## config.mk

```make
export PLATFORM = sky130hd
export DESIGN_NAME = mdio_xreg_slave
export DESIGN_NICKNAME = d
export VERILOG_FILES = /design/src/rtl/mdio_xreg_pkg.sv /design/src/rtl/mdio_xreg_decode.sv /design/src/rtl/mdio_xreg_frame.sv /design/src/rtl/mdio_xreg_tx.sv /design/src/rtl/mdio_xreg_slave.sv
export SDC_FILE = /design/constraint.sdc
export NUM_CORES = 1
export LEC_CHECK = 0
export ABC_CLOCK_PERIOD_IN_PS = 2400
export BUFFER_PORTS_ARGS = -buffer_cell sky130_fd_sc_hd__clkbuf_2
export CAP_MARGIN = 20
export CORE_UTILIZATION = 57
export DETAILED_ROUTE_END_ITERATION = 12
export GPL_TIMING_DRIVEN = 0
export PLACE_DENSITY = 0.8
export SLEW_MARGIN = 0
export SYNTH_ARGS = -nofsm -noshare
export SYNTH_HDL_FRONTEND = slang
export SYNTH_SLANG_ARGS = --single-unit
```

## constraint.sdc

```tcl
create_clock -name clk_i -period 2.4 [get_ports clk_i]
set_input_delay 0.12 -clock clk_i [delete_from_list [all_inputs] [get_ports clk_i]]
set_output_delay 0.12 -clock clk_i [all_outputs]
set_load 0.005 [all_outputs]
```

## src/rtl/mdio_xreg_pkg.sv

```systemverilog
package mdio_xreg_pkg;
  localparam int unsigned PRE_LEN = 32;
  localparam int unsigned DATA_W  = 16;
  localparam int unsigned FLD_W   = 5;
  localparam int unsigned ADDR_W  = 8;

  typedef enum logic [2:0] {
    ST_PRE, ST_SOF, ST_OP, ST_PHY, ST_REG, ST_TA, ST_DATA
  } frm_state_e;

  localparam logic [1:0] OP_RD = 2'b10;
  localparam logic [1:0] OP_WR = 2'b01;

  function automatic logic std_reg_exists(input logic [4:0] r);
    return (r <= 5'd5) || (r == 5'd29) || (r == 5'd31);
  endfunction
endpackage

```

## src/rtl/mdio_xreg_decode.sv

```systemverilog
module mdio_xreg_decode
  import mdio_xreg_pkg::*;
#(
  parameter int unsigned NUM_PORTS = 5,
  parameter logic [4:0]  PORT_BASE = 5'd1
) (
  input  logic              ext_mode_i,
  input  logic [FLD_W-1:0]  phy_i,
  input  logic [FLD_W-1:0]  reg_i,
  output logic              sel_o,
  output logic              reg_ok_o,
  output logic [ADDR_W-1:0] addr_o
);
  localparam logic [5:0] NP = 6'(NUM_PORTS);

  logic [5:0] port_off;
  logic       port_hit;

  assign port_off = {1'b0, phy_i} - {1'b0, PORT_BASE};
  assign port_hit = (phy_i >= PORT_BASE) && (port_off < NP);

  always_comb begin
    if (ext_mode_i) begin
      sel_o    = (phy_i[2:1] == 2'b11);
      reg_ok_o = 1'b1;
      addr_o   = {phy_i[4:3], phy_i[0], reg_i};
    end else begin
      sel_o    = port_hit;
      reg_ok_o = std_reg_exists(reg_i);
      addr_o   = {port_off[2:0], reg_i};
    end
  end
endmodule

```

## src/rtl/mdio_xreg_frame.sv

```systemverilog
module mdio_xreg_frame
  import mdio_xreg_pkg::*;
(
  input  logic              clk_i,
  input  logic              rst_ni,
  input  logic              mdio_i,
  input  logic              sel_i,
  input  logic              reg_ok_i,
  output logic [FLD_W-1:0]  phy_o,
  output logic [FLD_W-1:0]  reg_o,
  output logic              load_o,
  output logic              we_o,
  output logic [DATA_W-1:0] wdata_o
);
  localparam logic [5:0] PRE_CNT = 6'(PRE_LEN);

  frm_state_e        state_q;
  logic [5:0]        cnt_q;
  logic [1:0]        op_q;
  logic [FLD_W-1:0]  phy_q, reg_q;
  logic [DATA_W-1:0] sh_q;
  logic              we_q;

  assign phy_o   = phy_q;
  assign reg_o   = reg_q;
  assign we_o    = we_q;
  assign wdata_o = sh_q;
  // end of first turnaround bit: read data must be captured now
  assign load_o  = (state_q == ST_TA) && (cnt_q == 6'd0) && (op_q == OP_RD) && sel_i;

  always_ff @(posedge clk_i or negedge rst_ni) begin
    if (!rst_ni) begin
      state_q <= ST_PRE;
      cnt_q   <= '0;
      op_q    <= '0;
      phy_q   <= '0;
      reg_q   <= '0;
      sh_q    <= '0;
      we_q    <= 1'b0;
    end else begin
      we_q <= 1'b0;
      unique case (state_q)
        ST_PRE: begin
          if (mdio_i) begin
            if (cnt_q != PRE_CNT) cnt_q <= cnt_q + 6'd1;
          end else if (cnt_q == PRE_CNT) begin
            state_q <= ST_SOF;
            cnt_q   <= '0;
          end else begin
            cnt_q <= '0;
          end
        end
        ST_SOF: begin
          cnt_q   <= '0;
          state_q <= mdio_i ? ST_OP : ST_PRE;
        end
        ST_OP: begin
          op_q <= {op_q[0], mdio_i};
          if (cnt_q == 6'd1) begin
            cnt_q   <= '0;
            state_q <= ({op_q[0], mdio_i} == OP_RD || {op_q[0], mdio_i} == OP_WR)
                       ? ST_PHY : ST_PRE;
          end else begin
            cnt_q <= cnt_q + 6'd1;
          end
        end
        ST_PHY: begin
          phy_q <= {phy_q[FLD_W-2:0], mdio_i};
          if (cnt_q == 6'(FLD_W-1)) begin
            cnt_q   <= '0;
            state_q <= ST_REG;
          end else begin
            cnt_q <= cnt_q + 6'd1;
          end
        end
        ST_REG: begin
          reg_q <= {reg_q[FLD_W-2:0], mdio_i};
          if (cnt_q == 6'(FLD_W-1)) begin
            cnt_q   <= '0;
            state_q <= ST_TA;
          end else begin
            cnt_q <= cnt_q + 6'd1;
          end
        end
        ST_TA: begin
          if (cnt_q == 6'd1) begin
            cnt_q   <= '0;
            state_q <= ST_DATA;
          end else begin
            cnt_q <= cnt_q + 6'd1;
          end
        end
        ST_DATA: begin
          sh_q <= {sh_q[DATA_W-2:0], mdio_i};
          if (cnt_q == 6'(DATA_W-1)) begin
            cnt_q   <= '0;
            state_q <= ST_PRE;
            we_q    <= (op_q == OP_WR) && sel_i && reg_ok_i;
          end else begin
            cnt_q <= cnt_q + 6'd1;
          end
        end
        default: begin
          state_q <= ST_PRE;
          cnt_q   <= '0;
        end
      endcase
    end
  end
endmodule

```

## src/rtl/mdio_xreg_tx.sv

```systemverilog
module mdio_xreg_tx
  import mdio_xreg_pkg::*;
(
  input  logic              clk_i,
  input  logic              rst_ni,
  input  logic              load_i,
  input  logic [DATA_W-1:0] data_i,
  output logic              mdio_o,
  output logic              mdio_oe_o
);
  localparam logic [4:0] RUN = 5'(DATA_W + 1);

  logic [DATA_W:0] sh_q;
  logic [4:0]      cnt_q;

  always_ff @(posedge clk_i or negedge rst_ni) begin
    if (!rst_ni) begin
      sh_q  <= '0;
      cnt_q <= '0;
    end else if (load_i) begin
      sh_q  <= {1'b0, data_i};  // turnaround 0, then data MSB first
      cnt_q <= RUN;
    end else if (cnt_q != 5'd0) begin
      sh_q  <= {sh_q[DATA_W-1:0], 1'b0};
      cnt_q <= cnt_q - 5'd1;
    end
  end

  assign mdio_o    = sh_q[DATA_W];
  assign mdio_oe_o = (cnt_q != 5'd0);
endmodule

```

## src/rtl/mdio_xreg_slave.sv

```systemverilog
module mdio_xreg_slave
  import mdio_xreg_pkg::*;
#(
  parameter int unsigned NUM_PORTS = 5,
  parameter logic [4:0]  PORT_BASE = 5'd1
) (
  input  logic        clk_i,
  input  logic        rst_ni,
  input  logic        ext_mode_i,
  input  logic        mdio_i,
  output logic        mdio_o,
  output logic        mdio_oe_o,
  output logic [7:0]  reg_addr_o,
  output logic [15:0] reg_wdata_o,
  output logic        reg_we_o,
  input  logic [15:0] reg_rdata_i
);
  logic [FLD_W-1:0]  phy, rg;
  logic              sel, reg_ok, load;
  logic [DATA_W-1:0] wdata, rd_word;

  mdio_xreg_decode #(.NUM_PORTS(NUM_PORTS), .PORT_BASE(PORT_BASE)) u_decode (
    .ext_mode_i (ext_mode_i),
    .phy_i      (phy),
    .reg_i      (rg),
    .sel_o      (sel),
    .reg_ok_o   (reg_ok),
    .addr_o     (reg_addr_o)
  );

  mdio_xreg_frame u_frame (
    .clk_i    (clk_i),
    .rst_ni   (rst_ni),
    .mdio_i   (mdio_i),
    .sel_i    (sel),
    .reg_ok_i (reg_ok),
    .phy_o    (phy),
    .reg_o    (rg),
    .load_o   (load),
    .we_o     (reg_we_o),
    .wdata_o  (wdata)
  );

  always_comb begin
    if (!reg_ok)         rd_word = '0;
    else if (ext_mode_i) rd_word = {8'h00, reg_rdata_i[7:0]};
    else                 rd_word = reg_rdata_i;
  end

  assign reg_wdata_o = ext_mode_i ? {8'h00, wdata[7:0]} : wdata;

  mdio_xreg_tx u_tx (
    .clk_i     (clk_i),
    .rst_ni    (rst_ni),
    .load_i    (load),
    .data_i    (rd_word),
    .mdio_o    (mdio_o),
    .mdio_oe_o (mdio_oe_o)
  );
endmodule

```

==> reports/results.tsv, run 1 <==
metric	value	unit
status	finished clean	
p_per_area	1010	nW/um2
die_area	6020	um2
vias	2365	
cts_max_path_buffers	2	
hold_viol	0	
drive_above_1_share	30.7	%
worst_pin_slew	0.792	ns
fillers	418	
slew_headroom	47.2	%
power_frac_clock	21.5	%
final_cells	437	
cts_root_buf	clkbuf_8	
end_kind	flip-flop	
synth_top_area_cell	dfrtp_1	
crit_path_start	u_frame.cnt_q[0]$_DFFE_PN0P_	
hp-class	input pin to flip-flop	
report.final.slew_viol_count	0	
cts_setup_buffers	0	
io_pins	47	
vias_per_cell	5.41	
wl_met2	3.09	mm
clock.fmax	455	MHz
grt_overflow_total	0	
fp.dieW	77.6	um
setup_slack	0.202	ns
highest_layer	met4	
syn_avg_cell_area	10.9	um2
finalPower	0.00388	W
ys_seq_elements	60	
grt_pass1_vias	2296	
grt_pass1_wl	10.5	mm
syn_inst	298	
path_max_fanout	10	
grt_max_degree	61	
worstPathArrival	2.45	ns
dp_hpwl	4.32	mm
antenna_found_initial	0	
cap_violations	0	
clk_pin_slew_worst_paths	0.07	ns
diodes	0	
dpl-instance-area	3570	um2
worstPathRequired	2.66	ns
core	5510	um2
initial_utilization	59.1	%
crit_slowest_cell	dfrtp_1	
firstDrtPassIters	4	
cpLargestDelayFamily	simple AND/OR/NAND/NOR gates	
synth_warnings	0	
combPwrFrac	39.6	%
ir_drop	0.667	mV
p_leak	1.80	nW
synth-async-reset-ratio	100	%
die_y	77.6	um
area_growth	17.7	%
yosysTopAreaCellShare	46.1	%
syn_area	3250	um2
portBuffers	44	
setup_tns	0	ns
antenna_left	0	
finalWirelength	6.31	mm
cts_tree	yes	
rsz0062_at_grt	no	
final_nets	387	
rows	27	
clock-skew-final	0.00959	ns
ys.flop_type	dfrtp_1	
mostFrequentLayoutCells	dfrtp_1, clkbuf_2, mux2i_1	
synth_nets	325	
dp.cells	414	
place_ws	0.130	ns
drt_iter0_drc	114	
layout_commonest_cell	dfrtp_1	
max_stage_delay	0.44	ns
p_sw_share	35.3	%
numClockSinks	60	
intPower	0.00251	W
synth_edf_count	0	
seq_area_frac_synth	46.1	%
net-switching-power	0.00137	W
critPathKind	flip-flop to flip-flop	
drt-met1-wl	2.87	mm
cp.buffers_inverters	3	
wl_met3	211	um
p_seq_share	38.9	%
htreeDepth	3	
place.gp.congestion	0.849	
drc	0	
cts_buffers	9	
hold_start	reg_rdata_i[10]	
finalCritPeriodShare	91.6	%
path_cells	inv_1 -> ha_1 -> nor3b_2 -> nor4bb_2 -> nand4_1 -> and3b_1 -> buf_4 -> buf_8 -> mux2i_1	
startpoint_type	flip-flop	
grtUsageTotal	22.9	%
synthTopCellsByArea	dfrtp_1, mux2i_1, mux2_2	
yosysUniqueCellTypes	55	
worstSkewPairLatency	0.34	ns
setup_violations	0	
reg2reg_from	u_frame.cnt_q[0]$_DFFE_PN0P_	
finalCriticalPeriod	2.20	ns
fin_area	3830	um2
wl_per_cell	14.4	um
## what timing repair did
action / in CTS / in global routing
hold endpoints to repair: 66 / 0
gates resized for setup: 0 / 2
endpoints found under the setup margin: 0 / 16
hold buffers: 7 / 0
## sequential cells by signal, indices dropped and copies added (netlist names)
signal	cells
u_tx.sh_q	17
u_frame.phy_o	5
u_frame.we_o	1
u_tx.cnt_q	5
u_frame.wdata_o	16
u_frame.cnt_q	6
u_frame.reg_o	5
u_frame.state_q	3
u_frame.op_q	2
## worst register-to-register path, delay by kind of cell, from the launching register on
family | cells | cell delay [ns]
simple gates | 4 | 0.88
mux | 1 | 0.21
flops | 1 | 0.44
fa+ha+maj | 1 | 0.18
buf+inv | 3 | 0.42
## cell type report
class                           count  area, um2  share of cell area, %
Sequential cell                    60       1500                   39.2
Clock inverter                      1       5.00                  0.131
Clock buffer                       15        176                   4.61
Inverter                           11       43.8                   1.14
Tap cell                           72       90.1                   2.35
Timing Repair Buffer               51        293                   7.64
Buffer                             26        179                   4.67
Multi-Input combinational cell    201       1540                   40.2
## path summary, 6_finish.rpt
check                           cells after the start                               to  slack, ns
worst max-delay path                                9        u_tx.sh_q[14]$_DFFE_PN0P_       0.20
worst min-delay path                                3        u_tx.sh_q[10]$_DFFE_PN0P_       0.02
worst max register to register                      9        u_tx.sh_q[14]$_DFFE_PN0P_       0.20
worst min register to register                      1  u_frame.wdata_o[15]$_DFFE_PN0N_       0.51
max in group asynchronous                           2     u_frame.reg_o[3]$_DFFE_PN0P_       1.45
min in group asynchronous                           2     u_frame.phy_o[4]$_DFFE_PN0N_       0.43
## power by group through the flow
stage / sequential (W) / clock [W] / combinational [W]
floorplan: 0.00146 / 0 / 0.00114
global placement: 0.00150 / 0 / 0.00147
detailed placement: 0.00152 / 0 / 0.00151
CTS: 0.00151 / 0.000850 / 0.00153
global route: 0.00154 / 0.000895 / 0.00171
finish: 0.00151 / 0.000835 / 0.00154
## cell families (layout without fill, tap and decap cells)
kind of cell / Yosys count / after routing / synth area share, %
simple gates: 90 / 90 / 14.8
mux: 60 / 60 / 19.5
flops: 60 / 60 / 46.1
buf+inv: 37 / 104 / 6.84
compound gates: 35 / 35 / 7.65
xor+xnor: 9 / 9 / 2.42
fa+ha+maj: 7 / 7 / 2.69
## metrics by stage
stage | util [%] | hold slack [ns]
6_report | 69.6 | 0.0184
5_1_grt | 69.6 | 0.00937
4_1_cts | 69.3 | 0.00422
3_5_place_dp | 64.8 | 0.291
3_3_place_gp | 64.7 | 0.346
2_1_floorplan | - | -0.176
## Yosys cell counts, drive strengths merged (2+ instances only)
library cell,count
nor4b,2
nor2b,11
mux2,26
nor3b,4
dfrtp,60
buf,18
o21ai,10
xnor2,5
ha,7
nor2,16
and3b,2
nand4,2
nor3,3
and3,2
inv,11
mux2i,34
nand2b,2
a31oi,3
nand2,27
xor2,4
or2,5
clkbuf,8
a21oi,7
nand3,5
a41o,2
nand3b,3
a311oi,2
## metal layers
layer,track usage [%],up-vias
li1,-,1156
met1,28.4,1145
met2,36.4,47
met3,7.06,17
met4,10.8,0
met5,0,-
Power figures use the tool's default switching activity.
==> run 2, diff against run 1 <==
- CAP_MARGIN: 20 -> default
- CELL_PAD_IN_SITES_DETAIL_PLACEMENT: default -> 0
- CELL_PAD_IN_SITES_GLOBAL_PLACEMENT: default -> 1
- CORE_UTILIZATION: 57 -> 45
- PLACE_DENSITY: 0.8 -> default
- PLACE_DENSITY_LB_ADDON: default -> 0.1
==> run 2 against run 1 <==
Sequential cell count unchanged. Cell count up 5.3%. Register-to-register slack worse by 0.03 ns. Critical endpoint is now u_tx.sh_q[5]$_DFFE_PN0P_. Worst hold slack worse by 0.0029 ns.
==> reports/results.tsv, run 2 (same netlist as run 1, synthesis figures left out) <==
metric	value	unit	change
place.gp.congestion	0.841		-0.93%
drt_iter0_drc	99		-13%
io_pins	47		unchanged
die_area	7580	um2	+26%
die_y	87.0	um	+12%
htreeDepth	3		unchanged
dp.cells	438		+5.8%
grt_overflow_total	0		unchanged
grt_max_degree	61		unchanged
slew_headroom	45.4	%	-1.8 points
worstSkewPairLatency	0.33	ns	about the same
critPathKind	flip-flop to flip-flop		
antenna_found_initial	0		unchanged
cts_root_buf	clkbuf_8		
drc	0		unchanged
vias	2331		-1.4%
cts_setup_buffers	0		unchanged
hp-class	input pin to flip-flop		
finalCritPeriodShare	92.6	%	+1.1 points
clock.fmax	450	MHz	-1.1%
layout_commonest_cell	dfrtp_1		
drive_above_1_share	31.0	%	+0.36 points
setup_tns	0	ns	unchanged
fillers	626		+50%
final_cells	460		+5.3%
path_max_fanout	10		unchanged
rows	30		+11%
p_per_area	1020	nW/um2	+0.96%
core	6910	um2	+25%
cts_tree	yes		
antenna_left	0		unchanged
final_util	56.1	%	-14 points
finalPower	0.00396	W	+2.0%
worstPathRequired	2.64	ns	-0.02 ns
mostFrequentLayoutCells	dfrtp_1, clkbuf_2, mux2i_1		
rsz0062_at_grt	no		
worst_pin_slew	0.819	ns	+0.0270 ns
p_leak	1.80	nW	+0.33%
status	finished clean		
area_growth	19.0	%	
final_nets	386		-0.26%
wl_per_cell	13.6	um	-5.8%
clk_pin_slew_worst_paths	0.07	ns	about the same
fp.dieW	87.0	um	+12%
clock-skew-final	0.00790	ns	-0.00169 ns
cts_max_path_buffers	2		unchanged
startpoint_type	flip-flop		
report.final.slew_viol_count	0		unchanged
firstDrtPassIters	4		unchanged
diodes	0		unchanged
setup_violations	0		unchanged
largest_reg_flops	17		unchanged
ir_drop	0.555	mV	-17%
numClockSinks	60		unchanged
portBuffers	44		unchanged
whs	0.0155	ns	-0.00293 ns
grtUsageTotal	18.2	%	-4.7 points
dp_hpwl	4.39	mm	+1.7%
top_register	u_tx.sh_q		
initial_utilization	47.1	%	-12 points
cts_buffers	9		unchanged
worstPathArrival	2.47	ns	+0.02 ns
finalWirelength	6.25	mm	-0.86%
cap_violations	0		unchanged
vias_per_cell	5.07		-6.4%
grt_pass1_vias	2216		-3.5%
grt_pass1_wl	10.5	mm	-0.13%
finalCriticalPeriod	2.22	ns	+0.0253 ns
end_kind	flip-flop		
hold_viol	0		unchanged
## run 2: cell types whose count changed in the layout (fill, tap and decap cells not counted), sizes merged
cell / before / now
clkinvlp: 0 / 1
clkinv: 1 / 2
bufinv: 0 / 1
clkbuf: 67 / 64
dlygate4sd3: 7 / 6
## run 2: final cells by class
cell class / count / area (um2) / share of cell area [%]
well taps: 96 / 120 / 3.10
clock inverters: 4 / 47.5 / 1.23
multi-input cells: 201 / 1540 / 39.8
clock buffers: 12 / 155 / 4.01
flip-flops and latches: 60 / 1500 / 38.8
inverters: 11 / 43.8 / 1.13
repair buffers: 50 / 283 / 7.30
plain buffers: 26 / 179 / 4.62
## run 2: path summary, 6_finish.rpt
check	slack, ns	startpoint	cells past startpoint	end
setup / recovery	0.18	u_frame.cnt_q[0]$_DFFE_PN0P_	9	u_tx.sh_q[5]$_DFFE_PN0P_
hold / removal	0.02	reg_rdata_i[2]	3	u_tx.sh_q[2]$_DFFE_PN0P_
setup reg to reg	0.18	u_frame.cnt_q[0]$_DFFE_PN0P_	9	u_tx.sh_q[5]$_DFFE_PN0P_
hold reg to reg	0.50	u_frame.wdata_o[15]$_DFFE_PN0N_	1	u_frame.wdata_o[15]$_DFFE_PN0N_
max in group asynchronous	1.42	rst_ni	2	u_frame.cnt_q[1]$_DFFE_PN0P_
min in group asynchronous	0.42	rst_ni	2	u_frame.reg_o[3]$_DFFE_PN0P_
## run 2: layer usage
metal  global-route usage, %  up-vias  wire (um)
met5                       0        -          0
met4                    8.18        0        141
met3                    3.98       12        262
met2                    28.2       53       2850
met1                    24.4     1116       3000
li1                        -     1150          -
## run 2: where the power goes
part           switching [W]  total (W)  internal (W)  leakage [nW]
sequential          0.000231    0.00150       0.00127         0.794
clock               0.000391   0.000924      0.000533         0.102
combinational       0.000749    0.00154      0.000790         0.906
## run 2: critical path: stages, from the launching register on
cell      delay, ns
dfrtp_1        0.43
inv_1          0.11
ha_1           0.19
nor3b_4        0.21
nor4bb_1       0.30
nand4_1        0.16
and3b_1        0.23
buf_4          0.14
buf_12         0.14
mux2i_1        0.21
## run 2: repair_timing
| item | CTS | global route |
|---|---|---|
| hold buffers | 6 | 0 |
| endpoints found under the setup margin | 0 | 16 |
| hold endpoints to repair | 65 | 0 |
| gates resized for setup | 0 | 3 |
## run 2: through the flow
stage	instance area, um2	setup slack [ns]
finish	3870	0.177
global route	3870	0.00162
CTS	3860	0.0484
detailed placement	3600	0.0767
global placement	3590	0.111
floorplan	3250	0.444
